--- src/rtl/cardSeqPkg.sv ---
package cardSeqPkg;
  localparam int FRAME_W = 16;
  localparam int NBITS_W = 5;
  localparam int TYPE_W  = 6;

  localparam logic [FRAME_W-1:0] HELLO_WORD = 16'h0055;
  localparam logic [NBITS_W-1:0] HELLO_LEN  = 5'd7;
  localparam logic [FRAME_W-1:0] ACK_WORD   = 16'h0019;
  localparam logic [NBITS_W-1:0] ACK_LEN    = 5'd6;
  localparam logic [NBITS_W-1:0] TYPE_LEN   = 5'd6;
  localparam logic [NBITS_W-1:0] BYTE_LEN   = 5'd8;
  localparam logic [TYPE_W-1:0]  TYPE_KEY   = 6'h26;
  localparam logic [FRAME_W-1:0] CMD_KEY    = 16'h0057;

  localparam logic [TYPE_W-1:0]  SMALL_ID      = 6'h1D;
  localparam logic [TYPE_W-1:0]  LARGE_ID      = 6'h3D;
  localparam logic [7:0]         SMALL_MASK    = 8'h52;
  localparam logic [7:0]         LARGE_MASK    = 8'hD4;
  localparam logic [NBITS_W-1:0] SMALL_CMD_LEN = 5'd9;
  localparam logic [NBITS_W-1:0] LARGE_CMD_LEN = 5'd11;
  localparam int                 SMALL_BYTES   = 256;
  localparam int                 LARGE_BYTES   = 1024;

  typedef enum logic [1:0] {FR_HELLO, FR_ACK, FR_CMD} frameSel_e;

  typedef enum logic [3:0] {
    ST_IDLE, ST_CHARGE, ST_HELLO, ST_TYPE, ST_GAP1, ST_ACK,
    ST_CHECK, ST_GAP2, ST_CMD, ST_BYTE, ST_OFF, ST_FIN
  } seqState_e;

  typedef struct packed {
    logic      clrAddr;
    logic      grabType;
    logic      keepType;
    logic      storeByte;
    frameSel_e txSel;
  } ctrlStrobe_t;
endpackage

--- src/rtl/cardSeqData.sv ---
module cardSeqData
  import cardSeqPkg::*;
#(
  parameter int ADDR_W = 10
) (
  input  logic                clk,
  input  logic                rstN,
  input  ctrlStrobe_t         strb,
  input  logic [7:0]          rxData,
  output logic [FRAME_W-1:0]  txData,
  output logic [NBITS_W-1:0]  txBits,
  output logic                typeKnown,
  output logic                typeSame,
  output logic                lastByte,
  output logic                wrEn,
  output logic [ADDR_W-1:0]   wrAddr,
  output logic [7:0]          wrData,
  output logic [TYPE_W-1:0]   cardType
);
  localparam logic [ADDR_W-1:0] SMALL_LAST = ADDR_W'(SMALL_BYTES - 1);
  localparam logic [ADDR_W-1:0] LARGE_LAST = ADDR_W'(LARGE_BYTES - 1);

  if (ADDR_W < 10 || ADDR_W > FRAME_W - 1) begin : g_addrWidthBad
    $error("cardSeqData: ADDR_W must cover 1024 bytes and fit the command word");
  end

  logic [TYPE_W-1:0]  sessType;
  logic [TYPE_W-1:0]  idType;
  logic [ADDR_W-1:0]  addr;
  logic [TYPE_W-1:0]  rxType;
  logic               isLarge;
  logic [7:0]         respMask;
  logic [NBITS_W-1:0] cmdLen;
  logic [ADDR_W-1:0]  lastAddr;
  logic [FRAME_W-1:0] cmdWord;

  assign rxType    = rxData[TYPE_W-1:0] ^ TYPE_KEY;
  assign isLarge   = (idType == LARGE_ID);
  assign respMask  = isLarge ? LARGE_MASK : SMALL_MASK;
  assign cmdLen    = isLarge ? LARGE_CMD_LEN : SMALL_CMD_LEN;
  assign lastAddr  = isLarge ? LARGE_LAST : SMALL_LAST;
  assign cmdWord   = CMD_KEY ^ (FRAME_W'(addr) << 1);
  assign typeKnown = (sessType == SMALL_ID) || (sessType == LARGE_ID);
  assign typeSame  = (sessType == idType);
  assign lastByte  = (addr == lastAddr);
  assign cardType  = idType;

  always_comb begin
    case (strb.txSel)
      FR_ACK:  begin txData = ACK_WORD;   txBits = ACK_LEN;   end
      FR_CMD:  begin txData = cmdWord;    txBits = cmdLen;    end
      default: begin txData = HELLO_WORD; txBits = HELLO_LEN; end
    endcase
  end

  always_ff @(posedge clk or negedge rstN) begin
    if (!rstN) begin
      sessType <= '0;
      idType   <= '0;
      addr     <= '0;
      wrEn     <= 1'b0;
      wrAddr   <= '0;
      wrData   <= '0;
    end else begin
      if (strb.grabType) sessType <= rxType;
      if (strb.clrAddr) begin
        idType <= '0;
        addr   <= '0;
      end else begin
        if (strb.keepType)  idType <= sessType;
        if (strb.storeByte) addr <= addr + 1'b1;
      end
      wrEn <= strb.storeByte;
      if (strb.storeByte) begin
        wrAddr <= addr;
        wrData <= rxData ^ respMask;
      end
    end
  end


  wr_pulse_chk: assert property (@(posedge clk) disable iff (!rstN)
    wrEn |=> !wrEn);


  wr_type_chk: assert property (@(posedge clk) disable iff (!rstN)
    wrEn |-> (cardType == SMALL_ID || cardType == LARGE_ID));


  wr_ascend_chk: assert property (@(posedge clk) disable iff (!rstN)
    (wrEn && $past(wrEn, 1) == 1'b0 && wrAddr != '0) |-> (addr == wrAddr + 1'b1));
endmodule

--- src/rtl/cardSeqCtrl.sv ---
module cardSeqCtrl
  import cardSeqPkg::*;
#(
  parameter int TICK_W    = 12,
  parameter int GAP_TICKS = 387
) (
  input  logic               clk,
  input  logic               rstN,
  input  logic               startReq,
  input  logic               abortReq,
  input  logic               txDone,
  input  logic               rxDone,
  input  logic               dlyDone,
  input  logic [TICK_W-1:0]  tickCnt,
  input  logic               typeKnown,
  input  logic               typeSame,
  input  logic               lastByte,
  output ctrlStrobe_t        strb,
  output logic               txReq,
  output logic               rxReq,
  output logic [NBITS_W-1:0] rxBits,
  output logic               dlyReq,
  output logic               dlySel,
  output logic               carrierOn,
  output logic               done,
  output logic               error
);
  localparam logic [TICK_W-1:0] GAP_LIMIT = TICK_W'(GAP_TICKS);

  seqState_e state, nxt;
  logic issued, firstRun, failPend, stopPend, abortPend;
  logic actState, fire, gapMet, stopNow;

  assign gapMet   = (tickCnt >= GAP_LIMIT);
  assign actState = state inside {ST_CHARGE, ST_HELLO, ST_TYPE, ST_ACK,
                                  ST_CMD, ST_BYTE, ST_OFF};
  assign fire     = actState && !issued;
  assign txReq    = fire && (state inside {ST_HELLO, ST_ACK, ST_CMD});
  assign rxReq    = fire && (state inside {ST_TYPE, ST_BYTE});
  assign dlyReq   = fire && (state inside {ST_CHARGE, ST_OFF});
  assign dlySel   = (state == ST_OFF);
  assign rxBits   = (state == ST_BYTE) ? BYTE_LEN : TYPE_LEN;
  assign carrierOn = !(state inside {ST_IDLE, ST_OFF, ST_FIN});
  assign stopNow  = failPend || stopPend || abortPend;

  always_comb begin
    nxt  = state;
    strb = '0;
    strb.txSel = FR_HELLO;
    case (state)
      ST_IDLE:   if (startReq) begin strb.clrAddr = 1'b1; nxt = ST_CHARGE; end
      ST_CHARGE: if (issued && dlyDone) nxt = ST_HELLO;
      ST_HELLO:  if (issued && txDone) nxt = ST_TYPE;
      ST_TYPE:   if (issued && rxDone) begin strb.grabType = 1'b1; nxt = ST_GAP1; end
      ST_GAP1:   if (gapMet) nxt = ST_ACK;
      ST_ACK: begin
        strb.txSel = FR_ACK;
        if (issued && txDone) nxt = ST_CHECK;
      end
      ST_CHECK: begin
        if (firstRun) begin
          strb.keepType = typeKnown;
          nxt = ST_OFF;
        end else begin
          nxt = typeSame ? ST_GAP2 : ST_OFF;
        end
      end
      ST_GAP2:   if (gapMet) nxt = ST_CMD;
      ST_CMD: begin
        strb.txSel = FR_CMD;
        if (issued && txDone) nxt = ST_BYTE;
      end
      ST_BYTE:   if (issued && rxDone) begin strb.storeByte = 1'b1; nxt = ST_OFF; end
      ST_OFF:    if (issued && dlyDone) nxt = stopNow ? ST_FIN : ST_CHARGE;
      ST_FIN:    nxt = ST_IDLE;
      default:   nxt = ST_IDLE;
    endcase
  end

  always_ff @(posedge clk or negedge rstN) begin
    if (!rstN) begin
      state     <= ST_IDLE;
      issued    <= 1'b0;
      firstRun  <= 1'b0;
      failPend  <= 1'b0;
      stopPend  <= 1'b0;
      abortPend <= 1'b0;
      done      <= 1'b0;
      error     <= 1'b0;
    end else begin
      state  <= nxt;
      issued <= (nxt == state) && (issued || fire);
      if (state == ST_IDLE && startReq) begin
        firstRun  <= 1'b1;
        failPend  <= 1'b0;
        stopPend  <= 1'b0;
        abortPend <= 1'b0;
        done      <= 1'b0;
        error     <= 1'b0;
      end else begin
        if (abortReq && state != ST_IDLE) abortPend <= 1'b1;
        if (state == ST_CHECK && firstRun && !typeKnown) failPend <= 1'b1;
        if (state == ST_CHECK && !firstRun && !typeSame) failPend <= 1'b1;
        if (state == ST_BYTE && issued && rxDone && lastByte) stopPend <= 1'b1;
        if (state == ST_OFF && nxt == ST_CHARGE) firstRun <= 1'b0;
        if (state == ST_FIN) begin
          done  <= 1'b1;
          error <= failPend;
        end
      end
    end
  end


  charge_carrier_chk: assert property (@(posedge clk) disable iff (!rstN)
    (dlyReq && !dlySel) |-> carrierOn);


  off_carrier_chk: assert property (@(posedge clk) disable iff (!rstN)
    (dlyReq && dlySel) |-> !carrierOn);


  gap_tx_chk: assert property (@(posedge clk) disable iff (!rstN)
    (txReq && strb.txSel != FR_HELLO) |-> (tickCnt >= GAP_LIMIT));


  done_quiet_chk: assert property (@(posedge clk) disable iff (!rstN)
    done |-> (!carrierOn && !txReq && !rxReq && !dlyReq));


  error_done_chk: assert property (@(posedge clk) disable iff (!rstN)
    error |-> done);
endmodule

--- src/rtl/cardReadSeq.sv ---
module cardReadSeq
  import cardSeqPkg::*;
#(
  parameter int ADDR_W    = 10,
  parameter int TICK_W    = 12,
  parameter int GAP_TICKS = 387
) (
  input  logic              clk,
  input  logic              rstN,
  input  logic              startReq,
  input  logic              abortReq,
  output logic              carrierOn,
  output logic              txReq,
  output logic [15:0]       txData,
  output logic [4:0]        txBits,
  input  logic              txDone,
  output logic              rxReq,
  output logic [4:0]        rxBits,
  input  logic              rxDone,
  input  logic [7:0]        rxData,
  input  logic [TICK_W-1:0] tickCnt,
  output logic              dlyReq,
  output logic              dlySel,
  input  logic              dlyDone,
  output logic              wrEn,
  output logic [ADDR_W-1:0] wrAddr,
  output logic [7:0]        wrData,
  output logic              done,
  output logic              error,
  output logic [5:0]        cardType
);
  ctrlStrobe_t strb;
  logic typeKnown, typeSame, lastByte;

  cardSeqCtrl #(.TICK_W(TICK_W), .GAP_TICKS(GAP_TICKS)) uCtrl (
    .clk(clk), .rstN(rstN), .startReq(startReq), .abortReq(abortReq),
    .txDone(txDone), .rxDone(rxDone), .dlyDone(dlyDone), .tickCnt(tickCnt),
    .typeKnown(typeKnown), .typeSame(typeSame), .lastByte(lastByte),
    .strb(strb), .txReq(txReq), .rxReq(rxReq), .rxBits(rxBits),
    .dlyReq(dlyReq), .dlySel(dlySel), .carrierOn(carrierOn),
    .done(done), .error(error)
  );

  cardSeqData #(.ADDR_W(ADDR_W)) uData (
    .clk(clk), .rstN(rstN), .strb(strb), .rxData(rxData),
    .txData(txData), .txBits(txBits), .typeKnown(typeKnown),
    .typeSame(typeSame), .lastByte(lastByte), .wrEn(wrEn),
    .wrAddr(wrAddr), .wrData(wrData), .cardType(cardType)
  );
endmodule

--- config.mk ---
export PLATFORM = sky130hd
export DESIGN_NAME = cardReadSeq
export DESIGN_NICKNAME = d
export VERILOG_FILES = /design/src/rtl/cardSeqPkg.sv /design/src/rtl/cardSeqData.sv /design/src/rtl/cardSeqCtrl.sv /design/src/rtl/cardReadSeq.sv
export SDC_FILE = /design/constraint.sdc
export NUM_CORES = 1
export LEC_CHECK = 0
export BUFFER_PORTS_ARGS = -buffer_cell sky130_fd_sc_hd__clkbuf_2
export CAP_MARGIN = 0
export CORE_MARGIN = 4
export CORE_UTILIZATION = 56
export DETAILED_ROUTE_END_ITERATION = 10
export PLACE_DENSITY = 0.93
export SETUP_SLACK_MARGIN = 0.15
export SYNTH_ARGS = -nofsm -noshare
export SYNTH_HDL_FRONTEND = slang
export SYNTH_SLANG_ARGS = --single-unit
--- constraint.sdc ---
create_clock -name clk -period 4.2 [get_ports clk]
set_input_delay 1.26 -clock clk [delete_from_list [all_inputs] [get_ports clk]]
set_output_delay 1.26 -clock clk [all_outputs]
set_load 0.02 [all_outputs]
Word level (Yosys, flattened, before mapping)
Index checks and enable logic that the tools add are counted.

Input bits: 27. Register bits after elaboration: 52. Logic and storage cells: 125.

Equal/unequal tests: 20. Mux-type cells: 45. Magnitude comparators: 1. $add $sub $neg: 1. Reduce and logical (&&, ||, !) cells: 41. Bitwise operators: 3.

Operator list (number): two-way mux 4 bit (14); case mux 4 bit (11 select lines) (1); two-way mux 10 bit (3); case mux 11 bit (2 select lines) (1); two-way mux 1 bit (20); logical AND 1 bit (18); == test 4 x 3 -> 1 bit (second input constant) (4); == test 4 bit (second input constant) (4); nonzero test 2 bit (8); == test 6 bit (second input constant) (2); >= comparator 12 x 9 -> 1 bit (second input constant) (1); two-way mux 6 bit (2); adder 10 x 1 -> 10 bit (second input constant) (1); == test 10 bit (1); case mux 5 bit (2 select lines) (1); nonzero test 3 bit (3); == test 4 x 1 -> 1 bit (second input constant) (2); == test 4 x 2 -> 1 bit (second input constant) (2); two-way mux 8 bit (1); bitwise XOR 8 bit (1); nonzero test 7 bit (1); == test 6 x 5 -> 1 bit (second input constant) (1); == test 6 bit (1); logical NOT 1 bit (5); 10 further kinds (13).

Logic depth before layout (Yosys ltp)
Gate-level depths: netlist of the first run.

Word-level depth: 9. Gate-level depth with buffers: 9. Mapped depth without buffers: 8.

Cells and area by module
From an unflattened synthesis of the first run, not the netlist that was laid out.

Cells, all modules: 306. Area, all modules: 3042.9 um2.

Modules (own cells, without submodules): cardSeqData (area an instance 2029.4 um2, times used 1, cells an instance 187); cardSeqCtrl (area an instance 1013.5 um2, times used 1, cells an instance 119).

Worst setup path after synthesis of the first run
Ideal clock, no wire load.

Kind: register to output. Start: register uCtrl.state[1]. End: output txData[4]. Data required time: 2.940 ns. Arrival time: 2.043 ns. Setup slack: 0.897 ns. Cell stages (with the launch flop): 10. Path buffers: 3. Cells stage by stage: dfrtp_1 -> buf_6 -> buf_4 -> nor2_1 -> nand2_1 -> inv_1 -> ha_1 -> clkbuf_1 -> inv_1 -> o21ai_0.

Longest elaborated chain between the ends: 4. Elaborated cells between the ends (all ways): 6. Classes of those cells: 4 x eq/ne; 2 x mux.

RTL lines: start: declaration (RTL line cardSeqCtrl.sv:30) `seqState_e state, nxt;`; start signal: assignment (RTL line cardSeqCtrl.sv:91) `state <= nxt;`; == test 4 bit / == test 4 x 3 -> 1 bit (equally long branches) (RTL line cardSeqCtrl.sv:50) `case (state)`; case mux 2 bit (2 select lines) (*) (RTL line cardSeqCtrl.sv:50); == test 2 bit / == test 2 x 1 -> 1 bit (equally long branches) (RTL line cardSeqData.sv:49) `case (strb.txSel)`; case mux 11 bit (2 select lines) (*) (RTL line cardSeqData.sv:49); end: declaration (RTL line cardReadSeq.sv:14) `output logic [15:0] txData,`.

Mark *: on every way between the ends. The rest lies on a longest branch, timed or not.

Worst setup path in the final report of the first run
Start: register uCtrl.state[0]. End: output txData[2].

The elaborated chain is that of the path after synthesis.

==> results.yml, run 1 <==
synthesis:
  ys_async_sr_fraction_pct: 100
  synth_edf_count: 0
  yosysMostFrequentCell: "nand2_1"
  synth.cell_area_um2: 2870
  synth_common_cells: "nand2_1, dfrtp_1, nor2_1, o21ai_0"
  synthCells: 326
  yosys.area.top_type: "dfrtp_1"
  ys.flop_type: "dfrtp_1"
  ys_ff_latch: 52
  yosys.area.top_type_share_pct: 45.4
  synth.area.top_cells: "dfrtp_1, nand2_1, nor2_1, xnor2_1, o21ai_0"
  synth_warnings: 0
  yosysUniqueCellTypes: 54
  synth_area_per_cell_um2: 8.80
  ys_seq_area_share_pct: 45.4
timing:
  period_minus_slack_ns: 3.66
  setup_slack_ns: 0.538
  finalClockSkew_ns: 0.00509
  finalMaxSlewViolations: 0
  tns_ns: 0
  fmax_ghz: 0.273
  final_hold_viol_count: 0
  rsz0062_at_grt: "false"
  setup_violations: 0
  relSlewSlack_pct: 44.1
  fin_crit_sh_pct: 87.2
  worst_pin_slew_ns: 0.838
grt:
  grt_max_degree: 36
  overflow: 0
  grt_use_total_pct: 22.5
  grt_pass1_wl_um: 11400
  antenna_found_initial: 0
  grt_pass1_vias: 2419
die:
  die-area_um2: 6330
  dieHeight_um: 79.6
  core_area_um2: 4850
  die_x_um: 79.6
  start_util_pct: 59.1
  ios: 85
  rows: 25
detailed_routing:
  dr.pass1.iters: 4
  vias: 2505
  viasPerCell: 5.43
  ant_nets: 0
  post-route-drc-count: 0
  drt-initial-drc-count: 171
  wl_per_cell_um: 14.6
  drt_wl_total_um: 6720
clock_network:
  cts_tree: "built"
  htree_num_levels: 2
  cts.sinks: 52
  cts_setup_buffers: 0
  clkLatencyLatePin_ns: 0.31
  postCtsHoldBufs: 0
  ctsLongestPathBuffers: 2
  cts-root-buf: "clkbuf_8"
  cts_resized: 0
  path_clk_slew_ns: 0.10
  numCtsBuffers: 5
cells_and_area:
  drive_gt1_share_pct: 26.4
  finalNetCount: 425
  area_growth_pct: 15.1
  final_core_util_pct: 68.1
  antenna_cells: 0
  final_cells: 461
power:
  ir_drop_uv: 368
  combPwrFrac_pct: 40.5
  switching_share_pct: 43.1
  p_leak_nw: 1.70
  powerDensity_nw_per_um2: 543
  power_frac_clock_pct: 16.7
  p_switching_mw: 0.773
  p_total_mw: 1.79
  intPower_mw: 1.02
  seqPwrFrac_pct: 42.8
placed_design:
  hpwl_um: 5050
  dp_slack_ns: 0.914
  dpl.cell_count: 453
  gp_congestion: 0.909
  io_buffers: 75
worst_setup_path:
  worst_setup_path_end_kind: "primary output"
  path_class: "flip-flop to primary output"
  path_max_fanout: 24
  cp.arrival_ns: 2.40
  cp.required_ns: 2.94
  cp-start-kind: "flip-flop"
  reg2regPathDepth: 8
run_status:
  status: "finished clean"
flow_run:
  cap_violations: 0
worst_hold_path:
  min_path_cells: 2
  hp-class: "flip-flop to flip-flop"
-- kinds of logic (layout without fill, tap and decap cells) --
| logic type | after synthesis | after routing | synth area share (%) |
|---|---|---|---|
| simple gates | 154 | 154 | 25.1 |
| compound gates | 53 | 53 | 12.1 |
| flops | 52 | 52 | 45.4 |
| buf+inv | 37 | 98 | 7.42 |
| xor+xnor | 19 | 19 | 6.06 |
| fa+ha+maj | 5 | 5 | 2.18 |
| mux | 4 | 4 | 1.53 |
| other cells | 2 | 9 | 0.262 |
-- worst max-delay path, cell delays in order, from the launching register on --
cell,delay [ns]
dfrtp_1,0.76
nor2b_1,0.29
nand3_1,0.21
ha_1,0.40
nor2b_1,0.21
a21oi_1,0.06
clkbuf_2,0.17
-- per-stage QoR --
stage | hold slack, ns | area, um2
finish | 0.487 | 3300
global route | 0.521 | 3300
CTS | 0.495 | 3300
detailed placement | 0.467 | 3210
global placement | 0.461 | 3210
floorplan | 0.463 | 2890
-- layout by cell type, fill, tap and decap left out, drive strengths merged, types with 3 or more instances in the layout --
cell,n
dfrtp,52
nand2,70
o31ai,3
xor2,7
nand2b,4
ha,5
xnor2,12
nor2,32
nand4,3
and2,7
conb,9
nor3,5
a21oi,12
a21o,4
clkbuf,80
mux2,3
nand3,12
nor4,4
buf,3
o21ai,20
inv,14
or3,5
-- area by class of cell --
class,instances,area [um2]
clock inverter,3,25.0
multi-input combinational,244,1380
clock buffer,5,68.8
sequential,52,1300
inverter,12,45.0
timing repair buffer,78,398
fill,396,1550
tap,67,83.8
-- sequential cells by signal (all words and copies together), names as in the netlist, 4 cells and up --
name / cells
uData.addr: 10
uCtrl.state: 4
uData.wrData: 8
uData.sessType: 6
uData.wrAddr: 10
uData.cardType: 6
-- worst paths after layout --
path	startpoint	endpoint	slack, ns
worst max-delay path	uCtrl.state[0]	txData[2]	0.54
worst min-delay path	uData.wrData[3]	uData.wrData[3]	0.49
worst max register to register	uCtrl.state[0]	uData.addr[8]	1.61
worst min register to register	uData.wrData[3]	uData.wrData[3]	0.49
max in group asynchronous	rstN	uData.addr[0]	2.40
min in group asynchronous	rstN	uData.wrData[0]	1.03
-- power by group through the flow --
stage	Combinational, mW	Sequential [mW]	Clock (mW)
after floorplan	0.574	0.741	0
after global placement	0.707	0.765	0
after detailed placement	0.724	0.772	0
after CTS	0.728	0.763	0.308
after global routing	0.807	0.786	0.331
final	0.725	0.767	0.300
-- routing by layer --
layer  share of wire, %  wire length (um)  vias up  track usage [%]
li1                   -                 -     1201                -
met1                 42              2820     1191             29.8
met2                 49              3300      102             37.2
met3                7.2               486       11             4.40
met4                1.6               107        0             7.04
met5                  0                 0        -                0
Note: power is estimated with default switching activity, not from simulation.
==> run 2: changes to the inputs <==
--- a/config.mk
+++ b/config.mk
@@ -12,3 +12,3 @@
 export DETAILED_ROUTE_END_ITERATION = 10
-export PLACE_DENSITY = 0.93
+export PLACE_DENSITY_LB_ADDON = 0.12
 export SETUP_SLACK_MARGIN = 0.15
==> constraint.sdc (replaced) <==
create_clock -name clk -period 4.2 [get_ports clk]
set_input_delay 0.21 -clock clk [delete_from_list [all_inputs] [get_ports clk]]
set_output_delay 0.21 -clock clk [all_outputs]
set_load 0.02 [all_outputs]
==> results.yml, run 2 (synthesis results as in run 1) <==
run_status:
  status: "finished, violations left"
  violations: "hold timing"
die:
  die_x_um: 79.6
  start_util_pct: 59.1
  die-area_um2: 6330
  rows: 25
  core_area_um2: 4850
  ios: 85
  dieHeight_um: 79.6
grt:
  grt_pass1_vias: 2272
  grt_max_degree: 53
  antenna_found_initial: 0
  grt_pass1_wl_um: 10600
  overflow: 0
  grt_use_total_pct: 21.1
detailed_routing:
  dr.pass1.iters: 4
  post-route-drc-count: 0
  vias: 2429
  ant_nets: 0
  drt-initial-drc-count: 187
  drt_wl_total_um: 6390
  wl_per_cell_um: 13.9
  viasPerCell: 5.28
cells_and_area:
  final_cells: 460
  final_cell_mix: "clkbuf_2, nand2_1, dfrtp_1, nor2_1, o21ai_0"
  multi_input_area_um2: 1380
  largest_registers: "uData.addr (10), uData.wrAddr (10), uData.wrData (8)"
  final_common_cell: "clkbuf_2"
  finalNetCount: 424
  area_growth_pct: 14.8
  drive_gt1_share_pct: 26.2
  final_core_util_pct: 67.9
  antenna_cells: 0
  fillers: 414
  postLayoutCellArea_um2: 3290
  seq_area_um2: 1300
worst_setup_path:
  timing.rr.end: "uCtrl.issued"
  crit-reg2reg-launch: "uCtrl.state[1]"
  crit_chain: "inv_2, nor2_1, nand2_1, inv_1, ha_1, inv_1, o21ai_0, clkbuf_2"
  path_class: "flip-flop to primary output"
  cp-start-kind: "flip-flop"
  cp_slowest_stage_delay_ns: 0.64
  cpMaxStageDelayCell: "dfrtp_1"
  r2r_slack_ns: 1.78
  path_common_cell: "inv_1"
  path_max_fanout: 13
  worst_setup_path_end_kind: "primary output"
  reg2regPathDepth: 8
  cp.required_ns: 3.99
  cp.arrival_ns: 2.42
clock_network:
  postCtsHoldBufs: 0
  cts_setup_buffers: 0
  path_clk_slew_ns: 0.10
  cts_resized: 0
  cts-root-buf: "clkbuf_8"
  htree_num_levels: 2
  clkLatencyLatePin_ns: 0.31
  cts.sinks: 52
  cts_tree: "built"
  ctsLongestPathBuffers: 2
  numCtsBuffers: 5
power:
  p_total_mw: 1.77
  ir_drop_uv: 270
  p_leak_nw: 1.69
  powerDensity_nw_per_um2: 539
placed_design:
  hpwl_um: 4700
  dpl.cell_count: 452
  gp_congestion: 0.856
  dp_slack_ns: 1.79
  io_buffers: 75
  postPlaceCellArea_um2: 3200
timing:
  period_minus_slack_ns: 2.63
  relSlewSlack_pct: 48.1
  rsz0062_at_grt: "false"
  finalClockSkew_ns: 0.00844
  tns_ns: 0
  hold_ws_ns: -0.00741
  setup_violations: 0
  fmax_ghz: 0.380
  worst_pin_slew_ns: 0.773
  fin_crit_sh_pct: 62.6
  finalMaxSlewViolations: 0
  setup_slack_ns: 1.57
  final_hold_viol_count: 5
worst_hold_path:
  hp-class: "input pin to async pin"
flow_run:
  cap_violations: 0
==> run 2: cell count changes in the layout (fill, tap and decap cells not counted), sizes merged <==
cell,before,now
clkinvlp,1,2
inv,14,12
buf,3,2
clkinv,0,1
==> run 2: power breakdown <==
part	leakage, nW	switching [mW]	internal [mW]
Sequential	0.697	0.157	0.608
Clock	0.0404	0.172	0.118
Combinational	0.952	0.430	0.289
==> run 2: per-layer routing <==
layer / vias up / wire, um / global-route usage [%]
li1: 1199 / - / -
met5: - / 0 / 0
met3: 9 / 376 / 4.63
met2: 75 / 2960 / 32.6
met4: 0 / 94 / 7.90
met1: 1146 / 2960 / 29.0
==> run 2: worst max path at each step <==
| stage | from | depth (start not counted) | slack [ns] | endpoint |
|---|---|---|---|---|
| 6_report | uCtrl.state[3] | 8 | 1.57 | txData[4] |
| 4_1_cts | uCtrl.state[0] | 6 | 1.57 | txData[6] |
| 3_3_place_gp | uCtrl.state[1] | 8 | 1.89 | uCtrl.issued |
| 5_1_grt | uCtrl.state[3] | 8 | 1.36 | txData[4] |
| 3_5_place_dp | uCtrl.state[1] | 8 | 1.79 | uCtrl.issued |
| 2_1_floorplan | uCtrl.state[1] | 9 | 1.95 | txData[4] |
==> run 2: worst max-delay path: cells and delay by family, from the launching register on <==
family          cells  cell delay (ns)
fa+ha+maj           1             0.35
simple gates        2             0.35
buf+inv             4             0.59
flops               1             0.64
compound gates      1             0.18
==> run 2: layout make-up <==
cell class,instances,area share [%]
Tap cell,67,2.55
Inverter,12,1.37
Sequential cell,52,39.5
Clock buffer,5,2.09
Timing Repair Buffer,77,11.9
Clock inverter,3,0.722
Multi-Input combinational cell,244,41.9
==> run 3: changes to the inputs <==
- CORE_UTILIZATION: 56 -> 52
- clock period: 4.2 -> 2.6 ns (I/O delays scaled with it)
==> results.yml, run 3 (synthesis results as in run 1) <==
power:
  ir_drop_uv: 431
  powerDensity_nw_per_um2: 870
  p_leak_nw: 1.74
detailed_routing:
  drt_wl_total_um: 7160
  ant_nets: 0
  drt-initial-drc-count: 119
  viasPerCell: 5.35
  wl_per_cell_um: 15.2
  post-route-drc-count: 0
  vias: 2527
  dr.pass1.iters: 5
clock_network:
  cts_setup_buffers: 0
  htree_num_levels: 2
  ctsLongestPathBuffers: 2
  clkLatencyLatePin_ns: 0.30
  numCtsBuffers: 5
  path_clk_slew_ns: 0.10
  cts.sinks: 52
  cts-root-buf: "clkbuf_8"
  cts_tree: "built"
cells_and_area:
  area_growth_pct: 17.4
  drive_gt1_share_pct: 28.1
  finalNetCount: 433
  fillers: 492
  seq_area_um2: 1300
  final_common_cell: "clkbuf_2"
  final_cell_mix: "clkbuf_2, nand2_1, dfrtp_1, nor2_1, o21ai_0"
  multi_input_area_um2: 1380
  postLayoutCellArea_um2: 3370
  antenna_cells: 0
  largest_registers: "uData.addr (10), uData.wrAddr (10), uData.wrData (8)"
timing:
  period_minus_slack_ns: 2.24
  fmax_ghz: 0.446
  final_hold_viol_count: 0
  tns_ns: 0
  fin_crit_sh_pct: 86.3
  setup_violations: 0
  finalMaxSlewViolations: 0
  finalClockSkew_ns: 0.0129
  relSlewSlack_pct: 58.2
  worst_pin_slew_ns: 0.624
  rsz0062_at_grt: "false"
worst_hold_path:
  hp-class: "input pin to flip-flop"
  min_path_cells: 2
worst_setup_path:
  path_class: "flip-flop to primary output"
  path_common_cell: "inv_1"
  cpMaxStageDelayCell: "dfrtp_1"
  cp.arrival_ns: 2.11
  worst_setup_path_end_kind: "primary output"
  cp-start-kind: "flip-flop"
  cp.required_ns: 2.47
  cp_slowest_stage_delay_ns: 0.51
  cp.depth: 8
  reg2regPathDepth: 7
  path_max_fanout: 11
  crit_buf_inv: 4
  crit_chain: "buf_4, nor2_1, nand2_1, inv_1, ha_2, inv_1, o21ai_0, clkbuf_2"
  crit_family: "buffers and inverters"
die:
  core_area_um2: 5240
  die_x_um: 82.3
  die-area_um2: 6770
  rows: 26
  dieHeight_um: 82.3
  ios: 85
  start_util_pct: 54.8
placed_design:
  gp_congestion: 0.937
  postPlaceCellArea_um2: 3260
  io_buffers: 75
  hpwl_um: 5490
flow_run:
  cap_violations: 0
grt:
  grt_max_degree: 29
  grt_pass1_vias: 2375
  grt_use_total_pct: 21.6
  grt_pass1_wl_um: 11300
  overflow: 0
  antenna_found_initial: 0
run_status:
  status: "finished clean"
run 3: changes by cell type in the layout (fill, tap and decap cells not counted), sizes merged:
cell,delta
buf,+8
clkinvlp,-2
clkbuf,+1
dlygate4sd3,+1
inv,+1
run 3: repair_timing:
item | CTS | global route
endpoints found under the setup margin | 1 | 11
hold endpoints to repair | 12 | 0
hold buffers | 1 | 0
resized for setup | 1 | 2
run 3: where the power goes:
part,internal [mW],switching [mW]
registers,0.986,0.210
logic,0.504,0.767
clock network,0.193,0.268
run 3: layout make-up:
type,count,area share [%]
multi-input cells,244,41.1
repair buffers,86,13.7
inverters,12,1.34
clock inverters,2,0.409
clock buffers,6,2.16
well taps,70,2.60
flip-flops and latches,52,38.7
run 3: per-stage QoR:
| stage | std cells | setup WS, ns | hold slack [ns] | utilization (%) | power [mW] |
|---|---|---|---|---|---|
| final | 472 | 0.357 | 0.0174 | 64.3 | 2.93 |
| after global routing | 472 | 0.163 | 0.00755 | 64.3 | 3.13 |
| after CTS | 472 | 0.223 | 0.0114 | 64.2 | 2.93 |
| after detailed placement | 463 | 0.465 | 0.0559 | 62.3 | 2.47 |
| after global placement | 463 | 0.504 | 0.0520 | 62.3 | 2.46 |
| after floorplan | 333 | 0.427 | -0.166 | - | 2.12 |
run 3: worst register-to-register path, cell delays in order (launching register included):
cell       delay, ns
dfrtp_1         0.55
nand4bb_1       0.24
inv_2           0.06
nand3_1         0.26
o221ai_1        0.21
a2111oi_0       0.46
a41oi_1         0.12
a211oi_2        0.17
run 3: path summary, 6_finish.rpt:
kind                                        end  slack (ns)       startpoint
worst max-delay path                  txData[4]        0.36   uCtrl.state[1]
worst min-delay path            uData.wrData[6]        0.02        rxData[6]
worst max register to register     uCtrl.issued        0.45   uCtrl.state[1]
worst min register to register  uData.wrData[3]        0.49  uData.wrData[3]
max in group asynchronous       uData.wrData[2]        1.66             rstN
min in group asynchronous        uCtrl.failPend        0.26             rstN
run 3: per-layer routing:
layer  routed length [um]  track usage (%)  vias to the layer above
met2                 3620             36.7                      104
li1                     -                -                     1218
met1                 2990             28.2                     1191
met3                  418             4.01                       14
met5                    0                0                        -
met4                  138             5.98                        0
